### src/rtl/evt_pkg.sv
package evt_pkg;
  localparam int EVT_W = 8;
  typedef logic [EVT_W-1:0] evt_word_t;

  // Set mask widened so that a reboot request drags windows reset along.
  function automatic evt_word_t widen_set(input evt_word_t m, input int reboot_pos,
                                          input int wrst_pos);
    evt_word_t r;
    r = m;
    if (m[reboot_pos]) r[wrst_pos] = 1'b1;
    return r;
  endfunction

  // Host acknowledge restricted to the bits it may retire.
  function automatic evt_word_t ack_filter(input evt_word_t m, input evt_word_t allowed);
    return m & allowed;
  endfunction

  // Bits that go from 0 to 1 between two words.
  function automatic evt_word_t rising_bits(input evt_word_t prev, input evt_word_t nxt);
    return nxt & ~prev;
  endfunction
endpackage

### src/rtl/evt_next.sv
module evt_next
  import evt_pkg::*;
#(
  parameter evt_word_t ACK_MASK   = 8'h03,
  parameter int        REBOOT_BIT = 0,
  parameter int        WRST_BIT   = 1
) (
  input  evt_word_t cur,
  input  logic      set_v,
  input  evt_word_t set_m,
  input  logic      clr_v,
  input  evt_word_t clr_m,
  input  logic      ack_v,
  input  evt_word_t ack_m,
  output evt_word_t nxt,
  output evt_word_t set_eff,
  output evt_word_t drop_eff
);
  evt_word_t clr_eff;
  evt_word_t ack_eff;

  always_comb begin
    set_eff  = set_v ? widen_set(set_m, REBOOT_BIT, WRST_BIT) : '0;
    clr_eff  = clr_v ? clr_m : '0;
    ack_eff  = ack_v ? ack_filter(ack_m, ACK_MASK) : '0;
    drop_eff = clr_eff | ack_eff;
    // set is applied last so it wins any collision
    nxt      = (cur & ~drop_eff) | set_eff;
  end
endmodule

### src/rtl/evt_flags.sv
module evt_flags
  import evt_pkg::*;
#(
  parameter evt_word_t ACK_MASK = 8'h03,
  parameter int        WRST_BIT = 1
) (
  input  logic      clk,
  input  logic      rst_n,
  input  evt_word_t cur,
  input  evt_word_t nxt,
  output logic      irq,
  output logic      wrst_pulse,
  output evt_word_t newly_set
);
  logic pending_ack;

  always_comb begin
    newly_set   = rising_bits(cur, nxt);
    pending_ack = |(nxt & ACK_MASK);
  end

  always_ff @(posedge clk or negedge rst_n) begin
    if (!rst_n) begin
      irq        <= 1'b0;
      wrst_pulse <= 1'b0;
    end else begin
      irq        <= pending_ack | (|newly_set);
      wrst_pulse <= newly_set[WRST_BIT];
    end
  end

  assert_pulse_single_R10: assert property (@(posedge clk) disable iff (!rst_n)
    wrst_pulse |=> !wrst_pulse || $past(newly_set[WRST_BIT]));
endmodule

### src/rtl/event_status_reg.sv
module event_status_reg
  import evt_pkg::*;
#(
  parameter evt_word_t ACK_MASK   = 8'h03,
  parameter int        REBOOT_BIT = 0,
  parameter int        WRST_BIT   = 1
) (
  input  logic             clk,
  input  logic             rst_n,
  input  logic             ctl_set_valid,
  input  logic [EVT_W-1:0] ctl_set_mask,
  input  logic             ctl_clr_valid,
  input  logic [EVT_W-1:0] ctl_clr_mask,
  input  logic             host_ack_valid,
  input  logic [EVT_W-1:0] host_ack_mask,
  output logic [EVT_W-1:0] evt_status,
  output logic             host_irq,
  output logic             win_reset_pulse
);
  evt_word_t status_q;
  evt_word_t status_d;
  evt_word_t set_eff;
  evt_word_t drop_eff;
  evt_word_t newly_set;

  evt_next #(.ACK_MASK(ACK_MASK), .REBOOT_BIT(REBOOT_BIT), .WRST_BIT(WRST_BIT)) u_next (
    .cur(status_q), .set_v(ctl_set_valid), .set_m(ctl_set_mask),
    .clr_v(ctl_clr_valid), .clr_m(ctl_clr_mask),
    .ack_v(host_ack_valid), .ack_m(host_ack_mask),
    .nxt(status_d), .set_eff(set_eff), .drop_eff(drop_eff)
  );

  evt_flags #(.ACK_MASK(ACK_MASK), .WRST_BIT(WRST_BIT)) u_flags (
    .clk(clk), .rst_n(rst_n), .cur(status_q), .nxt(status_d),
    .irq(host_irq), .wrst_pulse(win_reset_pulse), .newly_set(newly_set)
  );

  always_ff @(posedge clk or negedge rst_n) begin
    if (!rst_n) status_q <= '0;
    else        status_q <= status_d;
  end

  assign evt_status = status_q;

  assert_set_lands_R7: assert property (@(posedge clk) disable iff (!rst_n)
    ctl_set_valid |=> ((evt_status & $past(ctl_set_mask)) == $past(ctl_set_mask)));

  assert_reboot_drags_wrst_R3: assert property (@(posedge clk) disable iff (!rst_n)
    (ctl_set_valid && ctl_set_mask[REBOOT_BIT]) |=> evt_status[WRST_BIT]);

  assert_ack_spares_locked_R6: assert property (@(posedge clk) disable iff (!rst_n)
    (!ctl_set_valid && !ctl_clr_valid) |=>
      ((evt_status & ~ACK_MASK) == ($past(evt_status) & ~ACK_MASK)));

  assert_irq_level_R9: assert property (@(posedge clk) disable iff (!rst_n)
    (|(evt_status & ACK_MASK)) |-> host_irq);

  assert_irq_on_rise_R8: assert property (@(posedge clk) disable iff (!rst_n)
    (|newly_set) |=> host_irq);

  assert_pulse_tracks_rise_R10: assert property (@(posedge clk) disable iff (!rst_n)
    win_reset_pulse == $rose(evt_status[WRST_BIT]));

  assert_no_spurious_rise_R2: assert property (@(posedge clk) disable iff (!rst_n)
    (newly_set & ~set_eff) == '0);

  assert_drop_applied_R4: assert property (@(posedge clk) disable iff (!rst_n)
    (drop_eff != '0) |=> ((evt_status & $past(drop_eff) & ~$past(set_eff)) == '0));
endmodule

### config.mk
export PLATFORM = sky130hd
export DESIGN_NAME = event_status_reg
export DESIGN_NICKNAME = d
export VERILOG_FILES = /design/src/rtl/evt_pkg.sv /design/src/rtl/evt_next.sv /design/src/rtl/evt_flags.sv /design/src/rtl/event_status_reg.sv
export SDC_FILE = /design/constraint.sdc
export NUM_CORES = 1
export LEC_CHECK = 0
export BUFFER_PORTS_ARGS = -buffer_cell sky130_fd_sc_hd__buf_2
export CORE_AREA = 5 5 42 44
export DETAILED_ROUTE_END_ITERATION = 10
export DIE_AREA = 0 0 47 49
export PLACE_DENSITY = 0.73
export SLEW_MARGIN = 20
export SYNTH_ARGS = -nofsm -noshare
export SYNTH_HDL_FRONTEND = slang
export SYNTH_SLANG_ARGS = --single-unit
### constraint.sdc
create_clock -name clk -period 2.45 [get_ports clk]
set_input_delay 0.1225 -clock clk [delete_from_list [all_inputs] [get_ports clk]]
set_output_delay 0.1225 -clock clk [all_outputs]
set_load 0.03 [all_outputs]
==> flow_metrics.env <==
export IMPL_dieArea_um2=2300
export IMPL_cellLeakagePower_nw=0.355
export IMPL_fin_crit_ns=1.18
export IMPL_slowest_delay_ns=0.37
export IMPL_n_fill_cell=145
export IMPL_post_cts_resized=0
export IMPL_critPathArrivalTime_ns=1.32
export IMPL_overflow=0
export IMPL_die_x_um=47
export IMPL_hold_viol_final=0
export IMPL_ant_nets=0
export IMPL_synth_xor_area_share=0
export IMPL_utilization=0.456
export IMPL_rows=14
export IMPL_timing_slew_headroom=0.833
export IMPL_synth_compound_area_frac=0.257
export IMPL_antenna_cells=0
export IMPL_cts_buffers=3
export IMPL_powerDensity_nw_per_um2=650
export IMPL_timing_final_max_slew_violations=0
export IMPL_grt_max_degree=11
export IMPL_drt_wirelength_per_cell_um=13.0
export IMPL_yosys_top_cells_count="dfrtp_1, nand2_1, a22o_1"
export IMPL_drtIter0Drc=1
export IMPL_yosys_cell_count_top_type="dfrtp_1"
export IMPL_die_y_um=49
export IMPL_worstSkewPairLatency_ns=0.26
export IMPL_grt_setup_unrepaired="false"
export IMPL_dr_pass1_iters=2
export IMPL_grt_use_total=0.123
export IMPL_critPathBufInv=0
export IMPL_ir_drop_mv=0.246
export IMPL_stdcell_count=92
export IMPL_vias=439
export IMPL_routed_via_density=4.77
export IMPL_yosys_top_cells_area="dfrtp_1, a22o_1, nand2_1"
export IMPL_routed_wl_um=1200
export IMPL_worstPathMaxFanout=3
export IMPL_yosys_warnings=0
export IMPL_synth_fa_ha_area_frac=0
export IMPL_max_freq_mhz=846
export IMPL_cts_max_path_buffers=2
export IMPL_synth_top_family_by_area="compound AO/OA/AOI/OAI gates"
export IMPL_critical_path_slowest_cell="dfrtp_1"
export IMPL_place_hpwl_um=996
export IMPL_cts_tree="done"
export IMPL_yosysTopAreaCell="dfrtp_1"
export IMPL_fin_nets=107
export IMPL_drive_gt1_frac=0.474
export IMPL_crit_chain="o22ai_1 > o31a_1 > or3_1"
export IMPL_finalSetupViolCount=0
export IMPL_outcome="finished, final reports clean"
export IMPL_initial_utilization=0.316
export IMPL_finalCritPeriodShare=0.482
export IMPL_route_detailed_drc=0
export IMPL_netlist_area_um2=443
export IMPL_syn_inst=42
export IMPL_required_ns=2.59
export IMPL_maxCapViolations=0
export IMPL_cts_htree_levels=1
export IMPL_place_gp_congestion=0.760
export IMPL_area_growth_pct=44.4
export IMPL_setup_tns_final_ns=0
export IMPL_synth_simple_area_share=0.0904
export IMPL_cp_end_kind="flop"
export IMPL_async_flop_share=1.00
export IMPL_yosysSeqAreaShare=0.565
export IMPL_grt_pass1_vias=486
export IMPL_clock_skew_ns=0.000171
export IMPL_placed_cells=88
export IMPL_fin_area_um2=639
export IMPL_ys_flop_type="dfrtp_1"
export IMPL_cts_sinks=10
export IMPL_critical_path_class="flop to flop"
export IMPL_cpLargestDelayFamily="compound AO/OA/AOI/OAI gates"
export IMPL_synth_seq_cells=10
export IMPL_clk_pin_slew_ns=0.06
export IMPL_hp_class="input pin to flop"
export IMPL_ys_types=13
export IMPL_core_area_um2=1400
export IMPL_antenna_found_initial=0
export IMPL_synth_edff_count=0
export IMPL_placed_area_um2=607
export IMPL_clock_tree_root_cell="clkbuf_4"
export IMPL_holdWs_ns=0.105
export IMPL_cts_hold_buf=1
export IMPL_boundaryPins=39
export IMPL_synth_mux_area_frac=0
export IMPL_grt_pass1_wl_um=2040
export IMPL_avgSynthCellArea_um2=10.5
export IMPL_syn_nets=71
export IMPL_cp_start_kind="flop"
export IMPL_postCtsSetupRepairBufs=0
export IMPL_synth_top_area_frac=0.565
export IMPL_io_buffers=32
export IMPL_tightest_slew_ns=0.247
==> registers in the layout, summed over array words and instances, names as in the netlist <==
signal,cells
evt_status,8
u_flags.irq,1
u_flags.wrst_pulse,1
==> report_power, final <==
part / leakage, nW / switching (mW) / internal (mW)
combinational: 0.227 / 0.0685 / 0.0439
sequential: 0.114 / 0.0109 / 0.183
clock: 0.0138 / 0.0531 / 0.0567
total: 0.355 / 0.132 / 0.283
==> cells in the final DEF, fill, tap and decap left out <==
| cell | instances |
|---|---|
| a22o_1 | 7 |
| a22oi_1 | 1 |
| a22oi_2 | 1 |
| buf_2 | 32 |
| clkbuf_4 | 3 |
| dfrtp_1 | 10 |
| dlygate4sd3_1 | 1 |
| inv_1 | 6 |
| nand2_1 | 8 |
| nor2_1 | 1 |
| o21ai_0 | 1 |
| o22ai_1 | 3 |
| o31a_1 | 1 |
| or3_1 | 1 |
==> through the flow <==
stage	total power, mW	worst slack, ns
floorplan	0.264	1.11
global route	0.438	1.20
CTS	0.422	1.25
global placement	0.307	1.27
finish	0.416	1.27
detailed placement	0.310	1.28
==> final cells by class <==
class | instances | area (um^2) | area share
Sequential cell | 10 | 250 | 0.391
Multi-Input combinational cell | 24 | 154 | 0.241
Tap cell | 16 | 20.0 | 0.0313
Timing Repair Buffer | 33 | 170 | 0.266
Inverter | 6 | 22.5 | 0.0352
Clock buffer | 3 | 22.5 | 0.0352
==> worst paths after layout <==
path	start	end	slack, ns	cells past startpoint
max	evt_status[7]	u_flags.irq	1.27	3
min	ctl_set_mask[2]	evt_status[2]	0.10	2
max reg2reg	evt_status[7]	u_flags.irq	1.27	3
min reg2reg	evt_status[1]	u_flags.wrst_pulse	0.45	1
max in group asynchronous	rst_n	evt_status[0]	2.01	2
min in group asynchronous	rst_n	u_flags.wrst_pulse	0.25	2
==> cell families (layout without fill, tap and decap cells) <==
group           count (synthesis)  count (layout)
flops                          10              10
compound gates                 14              14
buf+inv                         8              42
simple gates                   10              10
==> routing by layer <==
| layer | up-vias | wire (um) | global-route usage | share of wire |
|---|---|---|---|---|
| met3 | 4 | 80 | 0.0148 | 0.067 |
| met4 | 0 | 34 | 0.0829 | 0.028 |
| met2 | 17 | 633 | 0.197 | 0.53 |
| li1 | 214 | - | - | - |
| met1 | 204 | 448 | 0.145 | 0.37 |
| met5 | - | 0 | 0 | 0 |
(Power assumes the default switching activity.)
